`src/rtl/eag_pkg.sv`:
```
package eag_pkg;
  localparam int BYTE_W = 8;
  localparam int REG_N  = 8;
  localparam int IDX_W  = $clog2(REG_N);
  localparam int ADDR_W = 32;
  localparam int CNT_W  = 3;

  typedef enum logic [1:0] {ST_FIRST, ST_SIB, ST_DISP} phase_t;

  typedef struct packed {
    logic       capFirst;
    logic       capSib;
    logic       capDisp;
    logic [1:0] dispPos;
  } strobes_t;

  typedef struct packed {
    logic       regOp;
    logic       needSib;
    logic [2:0] dispLen;
  } firstInfo_t;

  typedef struct packed {
    logic [IDX_W-1:0] base;
    logic             hasBase;
    logic [IDX_W-1:0] idx;
    logic             hasIdx;
  } pair16_t;

  function automatic firstInfo_t decodeFirst(input logic [1:0] md, input logic [2:0] rm,
                                             input logic m32);
    firstInfo_t r;
    r.regOp   = (md == 2'd3);
    r.needSib = m32 && (md != 2'd3) && (rm == 3'd4);
    r.dispLen = 3'd0;
    if (md == 2'd1)      r.dispLen = 3'd1;
    else if (md == 2'd2) r.dispLen = m32 ? 3'd4 : 3'd2;
    else if (md == 2'd0) begin
      if (m32 && rm == 3'd5)       r.dispLen = 3'd4;
      else if (!m32 && rm == 3'd6) r.dispLen = 3'd2;
    end
    return r;
  endfunction

  function automatic logic [2:0] sibDispLen(input logic [1:0] md, input logic [2:0] base);
    if (md == 2'd1)                        return 3'd1;
    else if (md == 2'd2)                   return 3'd4;
    else if (base == 3'd5)                 return 3'd4;
    else                                   return 3'd0;
  endfunction

  function automatic pair16_t pair16(input logic [1:0] md, input logic [2:0] rm);
    pair16_t p;
    p.hasBase = 1'b1;
    p.hasIdx  = 1'b1;
    p.base    = 3'd3;
    p.idx     = 3'd6;
    case (rm)
      3'd0: begin p.base = 3'd3; p.idx = 3'd6; end
      3'd1: begin p.base = 3'd3; p.idx = 3'd7; end
      3'd2: begin p.base = 3'd5; p.idx = 3'd6; end
      3'd3: begin p.base = 3'd5; p.idx = 3'd7; end
      3'd4: begin p.base = 3'd6; p.hasIdx = 1'b0; end
      3'd5: begin p.base = 3'd7; p.hasIdx = 1'b0; end
      3'd6: begin p.base = 3'd5; p.hasIdx = 1'b0; p.hasBase = (md != 2'd0); end
      default: begin p.base = 3'd3; p.hasIdx = 1'b0; end
    endcase
    return p;
  endfunction
endpackage

```
`src/rtl/eag_ctrl.sv`:
```
module eag_ctrl
  import eag_pkg::*;
(
  input  logic              clk,
  input  logic              rstN,
  input  logic              byteValid,
  input  logic [BYTE_W-1:0] byteData,
  input  logic              mode32,
  output strobes_t          stb,
  output logic              done,
  output logic [CNT_W-1:0]  byteCount
);
  phase_t     phase;
  logic [1:0] savedMod;
  logic [2:0] dispLeft;
  logic [1:0] dispPos;
  firstInfo_t firstNow;
  logic [2:0] sibLen;

  always_comb begin
    firstNow = decodeFirst(byteData[7:6], byteData[2:0], mode32);
    sibLen   = sibDispLen(savedMod, byteData[2:0]);
    stb.capFirst = byteValid && (phase == ST_FIRST);
    stb.capSib   = byteValid && (phase == ST_SIB);
    stb.capDisp  = byteValid && (phase == ST_DISP);
    stb.dispPos  = dispPos;
  end

  always_ff @(posedge clk or negedge rstN) begin
    if (!rstN) begin
      phase     <= ST_FIRST;
      savedMod  <= 2'd0;
      dispLeft  <= 3'd0;
      dispPos   <= 2'd0;
      done      <= 1'b0;
      byteCount <= '0;
    end else begin
      done <= 1'b0;
      if (byteValid) begin
        case (phase)
          ST_FIRST: begin
            byteCount <= 3'd1;
            savedMod  <= byteData[7:6];
            dispPos   <= 2'd0;
            if (firstNow.regOp || (!firstNow.needSib && firstNow.dispLen == 3'd0)) begin
              done <= 1'b1;
            end else if (firstNow.needSib) begin
              phase <= ST_SIB;
            end else begin
              phase    <= ST_DISP;
              dispLeft <= firstNow.dispLen;
            end
          end
          ST_SIB: begin
            byteCount <= byteCount + 3'd1;
            if (sibLen == 3'd0) begin
              done  <= 1'b1;
              phase <= ST_FIRST;
            end else begin
              phase    <= ST_DISP;
              dispLeft <= sibLen;
            end
          end
          ST_DISP: begin
            byteCount <= byteCount + 3'd1;
            dispPos   <= dispPos + 2'd1;
            dispLeft  <= dispLeft - 3'd1;
            if (dispLeft == 3'd1) begin
              done  <= 1'b1;
              phase <= ST_FIRST;
            end
          end
          default: phase <= ST_FIRST;
        endcase
      end
    end
  end
endmodule

```
`src/rtl/eag_dpath.sv`:
```
module eag_dpath
  import eag_pkg::*;
(
  input  logic              clk,
  input  logic              rstN,
  input  strobes_t          stb,
  input  logic [BYTE_W-1:0] byteData,
  input  logic              mode32,
  output logic [IDX_W-1:0]  regIdxA,
  input  logic [ADDR_W-1:0] regDataA,
  output logic [IDX_W-1:0]  regIdxB,
  input  logic [ADDR_W-1:0] regDataB,
  output logic [2:0]        regField,
  output logic [2:0]        rmField,
  output logic              isRegOp,
  output logic [ADDR_W-1:0] effAddr
);
  localparam int HALF_W = ADDR_W / 2;

  logic [1:0]        modQ;
  logic              m32Q;
  logic [IDX_W-1:0]  baseQ, idxQ;
  logic              hasBaseQ, hasIdxQ;
  logic [1:0]        scaleQ;
  logic [ADDR_W-1:0] dispQ;
  logic              disp8Q;
  pair16_t           p16;

  always_comb p16 = pair16(byteData[7:6], byteData[2:0]);

  always_ff @(posedge clk or negedge rstN) begin
    if (!rstN) begin
      modQ <= 2'd0; regField <= 3'd0; rmField <= 3'd0; isRegOp <= 1'b0;
      m32Q <= 1'b0; baseQ <= '0; idxQ <= '0; hasBaseQ <= 1'b0; hasIdxQ <= 1'b0;
      scaleQ <= 2'd0; dispQ <= '0; disp8Q <= 1'b0;
    end else begin
      if (stb.capFirst) begin
        modQ     <= byteData[7:6];
        regField <= byteData[5:3];
        rmField  <= byteData[2:0];
        isRegOp  <= (byteData[7:6] == 2'd3);
        m32Q     <= mode32;
        scaleQ   <= 2'd0;
        dispQ    <= '0;
        disp8Q   <= (byteData[7:6] == 2'd1);
        if (mode32) begin
          baseQ    <= byteData[2:0];
          hasBaseQ <= !(byteData[7:6] == 2'd0 && byteData[2:0] == 3'd5);
          idxQ     <= '0;
          hasIdxQ  <= 1'b0;
        end else begin
          baseQ    <= p16.base;
          hasBaseQ <= p16.hasBase;
          idxQ     <= p16.idx;
          hasIdxQ  <= p16.hasIdx;
        end
      end
      if (stb.capSib) begin
        scaleQ   <= byteData[7:6];
        idxQ     <= byteData[5:3];
        hasIdxQ  <= (byteData[5:3] != 3'd4);
        baseQ    <= byteData[2:0];
        hasBaseQ <= !(byteData[2:0] == 3'd5 && modQ == 2'd0);
      end
      if (stb.capDisp) begin
        dispQ[{stb.dispPos, 3'b000} +: BYTE_W] <= byteData;
      end
    end
  end

  logic [ADDR_W-1:0] baseV, idxV, dispV, sumV;
  always_comb begin
    regIdxA = baseQ;
    regIdxB = idxQ;
    baseV   = hasBaseQ ? regDataA : '0;
    idxV    = hasIdxQ ? (regDataB << scaleQ) : '0;
    dispV   = disp8Q ? {{(ADDR_W-BYTE_W){dispQ[BYTE_W-1]}}, dispQ[BYTE_W-1:0]} : dispQ;
    sumV    = baseV + idxV + dispV;
    if (isRegOp)   effAddr = '0;
    else if (m32Q) effAddr = sumV;
    else           effAddr = {{HALF_W{1'b0}}, sumV[HALF_W-1:0]};
  end
endmodule

```
`src/rtl/eag_top.sv`:
```
module eag_top
  import eag_pkg::*;
(
  input  logic        clk,
  input  logic        rstN,
  input  logic        mode32,
  input  logic        byteValid,
  input  logic [7:0]  byteData,
  output logic [2:0]  regIdxA,
  input  logic [31:0] regDataA,
  output logic [2:0]  regIdxB,
  input  logic [31:0] regDataB,
  output logic        done,
  output logic        isRegOp,
  output logic [2:0]  regField,
  output logic [2:0]  rmField,
  output logic [31:0] effAddr,
  output logic [2:0]  byteCount
);
  strobes_t stb;

  eag_ctrl u_ctrl (
    .clk(clk), .rstN(rstN), .byteValid(byteValid), .byteData(byteData),
    .mode32(mode32), .stb(stb), .done(done), .byteCount(byteCount)
  );

  eag_dpath u_dpath (
    .clk(clk), .rstN(rstN), .stb(stb), .byteData(byteData), .mode32(mode32),
    .regIdxA(regIdxA), .regDataA(regDataA), .regIdxB(regIdxB), .regDataB(regDataB),
    .regField(regField), .rmField(rmField), .isRegOp(isRegOp), .effAddr(effAddr)
  );
endmodule

```
`config.mk`:
```
export PLATFORM = sky130hd
export DESIGN_NAME = eag_top
export DESIGN_NICKNAME = d
export VERILOG_FILES = /design/src/rtl/eag_pkg.sv /design/src/rtl/eag_ctrl.sv /design/src/rtl/eag_dpath.sv /design/src/rtl/eag_top.sv
export SDC_FILE = /design/constraint.sdc
export NUM_CORES = 1
export LEC_CHECK = 0
export BUFFER_PORTS_ARGS = -buffer_cell sky130_fd_sc_hd__buf_2
export CORE_ASPECT_RATIO = 1.5
export CORE_MARGIN = 2
export CORE_UTILIZATION = 50
export DETAILED_ROUTE_END_ITERATION = 6
export GPL_ROUTABILITY_DRIVEN = 1
export MAX_ROUTING_LAYER = met4
export PLACE_DENSITY = 0.76
export SYNTH_ARGS = -nofsm -noshare
export SYNTH_HDL_FRONTEND = slang
export SYNTH_SLANG_ARGS = --single-unit
```
`constraint.sdc`:
```
create_clock -name clk -period 4.75 [get_ports clk]
set_input_delay 1.1875 -clock clk [delete_from_list [all_inputs] [get_ports clk]]
set_output_delay 1.1875 -clock clk [all_outputs]
set_load 0.02 [all_outputs]
```
# Word level (Yosys, flattened, before mapping)
# Index checks and enable logic that the tools add are counted.
# word_totals
inputBits	76
word_cells	133
out_inout_bits	49
reg_bits	66
# op_classes
n_mux	51
shifts	3
addsub	6
n_reduce_logical	35
n_eq_ne	20
# ops
op	count
two-way mux 32 bit	7
adder 32 bit	2
two-way mux 3 bit	17
bitwise mux 32 bit	1
variable shift 8 x 7 -> 32 bit (first input constant)	1
variable part select 8 x 7 -> 32 bit	1
left shift 32 x 2 -> 32 bit	1
one-hot mux 3 bit (3 select lines)	2
two-way mux 2 bit	7
two-way mux 1 bit	13
logical AND 1 bit	10
!= test 2 bit (second input constant)	5
equality test 3 bit (second input constant)	3
zero test 3 bit	3
equality test 2 bit (second input constant)	4
nonzero test 2 bit	4
negator 5 -> 7 bit	1
equality test 2 x 1 -> 1 bit (second input constant)	3
equality test 3 x 1 -> 1 bit (second input constant)	2
equality test 3 x 2 -> 1 bit (second input constant)	2
zero test 2 bit	3
one-hot mux 2 bit (3 select lines)	1
one-hot mux 3 bit (2 select lines)	1
AND reduction 2 bit	3
14 further kinds	18

# Depth between registers and ports, before layout
# Gate-level depths: netlist (run 1).
# depth
word_depth	13
depth_mapped	17
ltp_nobuf	13

# Modules after synthesis
# From an unflattened synthesis (run 1), not the netlist that was laid out.
# hier_totals
cells_unflattened	807
area_unflattened_um2	6665.1
# modules_own_cells
module	area_each_um2	instances	cells_per_inst	seq_area_each_um2
eag_dpath	5776.8	1	706	1326.3
eag_ctrl	888.4	1	101	325.3

# Worst setup path before layout (run 1)
# No wires, ideal clock.
# synth_timing
kind	input to output
start	in regDataB[0]
end	out effAddr[29]
stages	13
slack_ns	-0.140
n_path_buf	0
t_required_ns	3.563
arrival_time_ns	3.703
path_cell_list	mux2_2 > nand2_1 > fa_1 > inv_1 > ha_1 > fa_1 > a21oi_1 > o21ai_2 > nand4_2 > a21oi_1 > o211ai_1 > nand3_1 > a21oi_1
# synth_via
elab_chain_cells	6
# synth_lines
element	line	text
from (decl)	eag_top.sv:12	input logic [31:0] regDataB,
left shift 32 x 2 -> 32 bit	eag_dpath.sv:76	idxV = hasIdxQ ? (regDataB << scaleQ) : '0;
two-way mux 32 bit	eag_dpath.sv:76	
adder 32 bit (2 in series)	eag_dpath.sv:78	sumV = baseV + idxV + dispV;
two-way mux 32 bit	eag_dpath.sv:80	else if (m32Q) effAddr = sumV;
two-way mux 32 bit	eag_dpath.sv:79	if (isRegOp) effAddr = '0;
to (decl)	eag_top.sv:17	output logic [31:0] effAddr,
# No other way between the ends.

# Worst setup path in the final report (run 1)
# layout_timing
start	in regDataB[1]
end	out effAddr[20]
# Same word-level chain as after synthesis.

==> impl_metrics.py, run 1 <==
metrics = {
    "global_routing": {
        "grt_max_degree": 39,
        "grt_pass1_vias": 7000,
        "grt_pass1_wl_um": 33600,
        "antenna_found_initial": 0,
        "grt_use_total_pct": 29.4,
        "overflow": 0,
    },
    "worst_setup_path": {
        "worst-path-max-fanout": 3,
        "crit_path_cell_trace": "buf_6 > mux2_4 > o211ai_1 > fa_1 > inv_2 > ha_4 > inv_4 > nor3_4 > o2111ai_4 > a211oi_4 > nor2_2 > o21bai_1 > mux2i_2 > buf_4",
        "critPathRequiredTime_ns": 3.56,
        "worstSetupPathType": "in -> out",
        "path_buf_inv": 4,
        "critPathArrivalTime_ns": 4.05,
        "cp-start-kind": "input port",
        "r2r_slack_ns": 2.48,
        "cpLargestDelayFamily": "compound AO/OA/AOI/OAI gates",
        "crit_slowest_cell": "fa_1",
        "cpPeakStageDelay_ns": 0.46,
        "worst_setup_path_end_kind": "output pin",
    },
    "drt": {
        "ant_nets": 0,
        "totalWireLength_um": 22000,
        "drc_errors": 0,
        "drtIter0Drc": 396,
        "vias_per_cell": 5.77,
        "vias": 6997,
        "firstDrtPassIters": 5,
        "routedWlPerCell_um": 18.2,
    },
    "synth": {
        "synth-edff-count": 0,
        "synth_top_area_share_pct": 24.0,
        "synthDistinctLibCells": 65,
        "synth-main-ff-cell": "dfrtp_1",
        "synthCells": 848,
        "synth_seq_cells": 64,
        "synth_top_cell_by_area": "dfrtp_1",
        "synthMuxAreaShare_pct": 6.97,
        "synth_top_family_by_area": "simple AND/OR/NAND/NOR gates",
        "synth_compound_area_share_pct": 19.9,
        "ys_seq_area_share_pct": 24.0,
        "synth-simple-area-share_pct": 20.4,
        "ys_warn_count": 0,
        "synthesis.area_um2": 6670,
        "synth-adder-area-share_pct": 17.6,
        "ys_top_cells_by_area": "dfrtp_1 24%, fa_1 9.6%, nand2_1 9.1%",
        "synth_xor_xnor_area_share_pct": 3.67,
        "avgSynthCellArea_um2": 7.87,
        "syn_nets": 998,
        "async_flop_share_pct": 100,
    },
    "final_layout": {
        "layout_common_cells": "156 x nand2_1, 107 x buf_4, 89 x buf_2",
        "final_layout_size_suffix_gt1_share_pct": 37.7,
        "syn_to_final_growth_pct": 42.4,
        "final_common_cell": "nand2_1",
        "nFillCells": 907,
        "num-nets-final": 1198,
        "antenna_cells": 0,
    },
    "placement": {
        "port_buffers": 124,
        "hpwl_um": 15200,
        "gp_congestion": 0.951,
    },
    "clocking": {
        "ctsHtreeMaxLevel": 3,
        "numCtsBuffers": 9,
        "tritoncts": "done",
        "clock_path_buffers": 2,
        "cts-root-buf": "clkbuf_16",
        "clkTransAtPathRegs_ns": 0.05,
        "worstSkewPairLatency_ns": 0.33,
        "clock-sinks": 64,
    },
    "sta": {
        "timing.final.crit_share_pct": 110,
        "final_hold_viol_count": 0,
        "fmaxAchievable_mhz": 191,
        "fin_skew_ns": 0.00452,
        "setup_viol": 25,
        "fin_ws_ns": -0.486,
        "drv_slew": 0,
        "rsz0062_at_grt": "yes",
        "max_slew_margin_pct": 38.0,
        "tightestPinTransition_ns": 0.922,
        "fin_tns_setup_ns": -6.84,
        "fin_crit_ns": 5.24,
    },
    "die": {
        "initial_core_util_pct": 51.3,
        "io_pins": 125,
        "placementRows": 51,
        "die_y_um": 146,
        "design.core.area_um2": 13000,
        "die_area_um2": 14300,
        "die_w_um": 98.3,
    },
    "status": {
        "violations": "negative setup slack",
        "status": "complete, but fails checks",
    },
    "power": {
        "p_per_area_nw_per_um2": 700,
        "ir_drop_v": 0.000405,
        "p_leak_nw": 4.47,
        "p_total_mw": 6.65,
    },
    "job": {
        "maxCapViolations": 0,
    },
    "hold_path": {
        "hold_path_class": "reg -> reg",
    },
}
-- tightest hold or removal path, stage by stage (launching register included) --
cell and delay [ns]:
dfrtp_1 0.34, nand2_1 0.05, o21ai_0 0.06
-- kinds of logic (layout without fill, tap and decap cells) --
logic type | count (synthesis) | count (layout)
and+or+nand+nor | 303 | 303
AOI/OAI and AO/OA | 203 | 203
buffers and inverters | 130 | 335
adders and majority gates | 75 | 75
DFF | 64 | 64
muxes | 45 | 45
xor gates and xnor gates | 28 | 28
-- cell type report --
class / count / area, um^2 / share of cell area (%)
Timing Repair Buffer: 230 / 1660 / 17.4
Multi-Input combinational cell: 654 / 5430 / 57.2
Tap cell: 159 / 199 / 2.09
Inverter: 89 / 337 / 3.54
Sequential cell: 64 / 1600 / 16.9
Clock buffer: 11 / 243 / 2.55
Clock inverter: 5 / 32.5 / 0.342
-- where the power goes --
| group | switching [mW] | internal, mW | total (mW) |
|---|---|---|---|
| Sequential | 0.140 | 0.689 | 0.829 |
| Combinational | 2.94 | 2.29 | 5.23 |
| Clock | 0.231 | 0.365 | 0.596 |
| Total | 3.31 | 3.34 | 6.65 |
-- synth_stat cells, types with 3 or more instances --
| cell type | number |
|---|---|
| nand2_1 | 162 |
| inv_1 | 88 |
| a21oi_1 | 77 |
| dfrtp_1 | 64 |
| nor2_1 | 48 |
| ha_1 | 42 |
| nand3_1 | 36 |
| clkbuf_1 | 34 |
| o21ai_0 | 34 |
| mux2i_1 | 33 |
| a22o_1 | 32 |
| fa_1 | 32 |
| xor2_1 | 15 |
| xnor2_1 | 13 |
| nor3_1 | 12 |
| a21o_1 | 11 |
| mux2_2 | 10 |
| nand2b_1 | 7 |
| nor2b_1 | 7 |
| nand4_1 | 6 |
| o21ai_1 | 6 |
| a31oi_1 | 4 |
| and3_1 | 4 |
| nand3b_1 | 4 |
| o211ai_1 | 4 |
| o21bai_1 | 4 |
| o22ai_1 | 4 |
| a211oi_2 | 3 |
| buf_1 | 3 |
| buf_2 | 3 |
| o2111ai_1 | 3 |
-- stage by stage --
step	hold WS, ns	instances	instance area [um^2]	setup slack (ns)	util, %
after floorplan	0.462	848	6820	-0.0448	-
after global placement	0.463	1172	8110	-0.521	62.3
after detailed placement	0.468	1172	8110	-0.584	62.3
after CTS	0.492	1202	9160	-0.327	70.4
after global routing	0.511	1212	9500	-0.600	73.0
final	0.481	1212	9500	-0.486	73.0
-- routing by layer --
metal	wire length (um)	track usage [%]
met1	8420	33.3
met3	1030	3.22
met4	1040	12.1
met5	0	-
met2	11500	52.3
-- state kept, by name, indices dropped and copies added (netlist names) --
signal / count
u_dpath.hasIdxQ: 1
u_dpath.scaleQ: 2
u_ctrl.byteCount: 3
u_ctrl.dispPos: 2
u_dpath.isRegOp: 1
u_dpath.regField: 3
u_dpath.disp8Q: 1
u_dpath.regIdxB: 3
u_ctrl.savedMod: 1
u_ctrl.done: 1
u_dpath.modQ: 1
u_ctrl.phase: 2
u_dpath.rmField: 3
u_dpath.regIdxA: 3
u_ctrl.dispLeft: 3
u_dpath.hasBaseQ: 1
u_dpath.dispQ: 32
u_dpath.m32Q: 1
-- final timing paths --
kind | startpoint | to | cells after the start
worst max-delay path | regDataB[1] | effAddr[20] | 14
worst min-delay path | u_dpath.regIdxA[0]$_DFFE_PN0P_ | u_dpath.regIdxA[0]$_DFFE_PN0P_ | 2
worst max register to register | u_ctrl.phase[0]$_DFFE_PN0P_ | u_dpath.dispQ[7]$_DFF_PN0_ | 5
worst min register to register | u_dpath.regIdxA[0]$_DFFE_PN0P_ | u_dpath.regIdxA[0]$_DFFE_PN0P_ | 2
max in group asynchronous | rstN | u_dpath.dispQ[7]$_DFF_PN0_ | 2
min in group asynchronous | rstN | u_dpath.regIdxA[2]$_DFFE_PN0P_ | 1
-- repair_timing --
action,4_1_cts,5_1_grt
setup buffers,14,10
endpoints found under the setup margin,26,26
cloned,0,0
pin swaps,73,57
hold buffers,0,0
resized for setup,147,56
Note: power is estimated with default switching activity, not from simulation.
==> inputs of run 2 (changes only) <==
- CAP_MARGIN: not set -> 15
- PLACE_DENSITY: 0.76 -> 0.73
- RECOVER_POWER: not set -> 25
- clock period: 4.75 -> 5.45 ns (I/O delays scaled with it)
==> run 2 against run 1 <==
The run ends with max-capacitance violations, max-slew violations, negative setup slack left. Routed wire length is 12% lower. First-iteration DRC count is 15% lower. Hold slack better by 0.017 ns. Critical path type unchanged. Largest cell class unchanged. Largest power group unchanged. Highest routed layer unchanged.
==> impl_metrics.py, run 2 (synthesized netlist as in run 1, its figures left out) <==
metrics = {
    "clocking": {
        "clkTransAtPathRegs_ns": 0.05,
        "tritoncts": "done",
        "numCtsBuffers": 9,
        "clock_path_buffers": 2,
        "ctsHtreeMaxLevel": 3,
        "clock-sinks": 64,
        "worstSkewPairLatency_ns": 0.33,
        "cts-root-buf": "clkbuf_16",
        "ctsHoldBuffers": 0,
    },
    "final_layout": {
        "final_cells": 1169,
        "syn_to_final_growth_pct": 27.6,
        "fin_area_um2": 8510,
        "antenna_cells": 0,
        "final_layout_size_suffix_gt1_share_pct": 29.1,
        "nFillCells": 1170,
        "largest_reg_flops": 32,
        "final_common_cell": "nand2_1",
        "top_register": "u_dpath.dispQ",
        "num-nets-final": 1156,
        "layout_common_cells": "160 x nand2_1, 105 x buf_2, 85 x inv_1",
        "multiInputGateArea_um2": 4930,
        "seq_area_um2": 1610,
    },
    "worst_setup_path": {
        "crit_slowest_cell": "fa_1",
        "cp-start-kind": "input port",
        "critPathArrivalTime_ns": 4.13,
        "cpPeakStageDelay_ns": 0.47,
        "worst-path-max-fanout": 3,
        "worstSetupPathType": "in -> out",
        "worst_setup_path_end_kind": "output pin",
        "crit_path_cell_trace": "buf_6 > mux2_4 > o211ai_1 > fa_1 > inv_2 > ha_4 > inv_4 > nor3_4 > o211ai_1 > buf_4 > a211oi_4 > o2111ai_2 > a21o_1 > a21oi_2 > buf_4",
        "critPathRequiredTime_ns": 4.09,
    },
    "die": {
        "die_y_um": 146,
        "design.core.area_um2": 13000,
        "die_w_um": 98.3,
        "initial_core_util_pct": 51.3,
        "placementRows": 51,
        "die_area_um2": 14300,
        "io_pins": 125,
    },
    "placement": {
        "gp_congestion": 0.936,
        "hpwl_um": 15100,
        "place_inst": 1148,
        "port_buffers": 124,
        "dp_slack_ns": -0.175,
        "place_area_um2": 7770,
    },
    "global_routing": {
        "overflow": 0,
        "grt_use_met2_pct": 48.6,
        "grt_pass1_wl_um": 31200,
        "grt_use_met3_pct": 2.64,
        "grt_pass1_vias": 6641,
        "grt_use_total_pct": 27.1,
        "antenna_found_initial": 0,
        "grtUsageMet1_pct": 30.8,
        "grt_max_degree": 65,
        "busiest_layer": "met2",
    },
    "drt": {
        "routedWlPerCell_um": 16.7,
        "totalWireLength_um": 19500,
        "drc_errors": 0,
        "vias": 6584,
        "drtIter0Drc": 337,
        "ant_nets": 0,
        "vias_per_cell": 5.63,
        "firstDrtPassIters": 5,
    },
    "power": {
        "p_total_mw": 4.94,
        "seq_power_share_pct": 15.1,
        "p_leak_nw": 4.15,
        "p_clk_share_pct": 10.6,
        "ir_drop_v": 0.000358,
        "switchingPower_mw": 2.49,
        "p_per_area_nw_per_um2": 580,
        "switching_share_pct": 50.4,
        "comb_power_share_pct": 74.3,
        "p_int_mw": 2.45,
    },
    "sta": {
        "drv_slew": 65,
        "fin_skew_ns": 0.00917,
        "setup_viol": 5,
        "fin_ws_ns": -0.0395,
        "timing.final.crit_share_pct": 101,
        "fin_crit_ns": 5.49,
        "tightestPinTransition_ns": 3.29,
        "fmaxAchievable_mhz": 182,
        "rsz0062_at_grt": "yes",
        "final_hold_viol_count": 0,
        "max_slew_margin_pct": -119,
    },
    "job": {
        "maxCapViolations": 1,
    },
    "hold_path": {
        "hold_path_class": "reg -> reg",
    },
    "status": {
        "status": "complete, but fails checks",
        "violations": "max-capacitance violations, max-slew violations, negative setup slack",
    },
}
run 2: changes by cell type in the layout (fill, tap and decap cells not counted), sizes merged:
cell	change
clkbuf	+3
inv	-1
buf	-45
run 2: final cells by class:
type,count,share of cell area [%]
Clock inverter,3,0.206
Tap cell,159,2.34
Inverter,89,4.00
Clock buffer,12,3.01
Timing Repair inverter,1,0.0882
Multi-Input combinational cell,654,58.0
Sequential cell,64,18.9
Timing Repair Buffer,187,13.5
run 2: path summary, 6_finish.rpt:
path / start / end / slack, ns / cells after the start
max: regDataB[1] / effAddr[30] / -0.04 / 15
min: u_dpath.regIdxA[0]$_DFFE_PN0P_ / u_dpath.regIdxA[0]$_DFFE_PN0P_ / 0.50 / 2
max reg2reg: u_ctrl.phase[0]$_DFFE_PN0P_ / u_dpath.dispQ[18]$_DFF_PN0_ / 3.12 / 5
min reg2reg: u_dpath.regIdxA[0]$_DFFE_PN0P_ / u_dpath.regIdxA[0]$_DFFE_PN0P_ / 0.50 / 2
max in group asynchronous: rstN / u_dpath.scaleQ[0]$_DFFE_PN0P_ / 0.90 / 2
min in group asynchronous: rstN / u_dpath.rmField[0]$_DFFE_PN0P_ / 2.24 / 2
run 2: per-stage QoR:
| step | TNS, ns | hold slack (ns) | util, % |
|---|---|---|---|
| 2_1_floorplan | 0 | 0.462 | - |
| 3_3_place_gp | -0.766 | 0.483 | 59.7 |
| 3_5_place_dp | -1.22 | 0.485 | 59.7 |
| 4_1_cts | -0.288 | 0.503 | 63.2 |
| 5_1_grt | -1.85 | 0.514 | 65.4 |
| 6_report | -0.0981 | 0.498 | 65.4 |
run 2: timing repair:
action,4_1_cts,5_1_grt
cloned,0,1
endpoints found under the hold margin,0,0
setup buffers,2,3
endpoints found under the setup margin,14,21
gates resized for setup,40,62
pin swaps,14,22
run 2: routing by layer:
metal  part of all wire (%)  wire, um  up-vias
li1                       -         -     3206
met1                     40      7720     3126
met2                     53     10300      203
met3                    4.1       807       49
met4                    3.2       633        0
met5                      0         0        -
run 2: critical path: cells and delay by family:
| family | cells | cell delay [ns] |
|---|---|---|
| AO/OA/AOI/OAI | 6 | 1.05 |
| multiplexers | 1 | 0.28 |
| buffers and inverters | 5 | 0.56 |
| AND/OR/NAND/NOR | 1 | 0.24 |
| adder cells (fa/ha/maj) | 2 | 0.63 |
run 2: power by group through the flow:
| stage | clock [mW] | combinational, mW | sequential (mW) |
|---|---|---|---|
| 2_1_floorplan | 0 | 2.19 | 0.748 |
| 3_3_place_gp | 0 | 3.24 | 0.740 |
| 3_5_place_dp | 0 | 3.28 | 0.744 |
| 4_1_cts | 0.527 | 3.42 | 0.740 |
| 5_1_grt | 0.549 | 4.04 | 0.759 |
| 6_report | 0.523 | 3.67 | 0.744 |
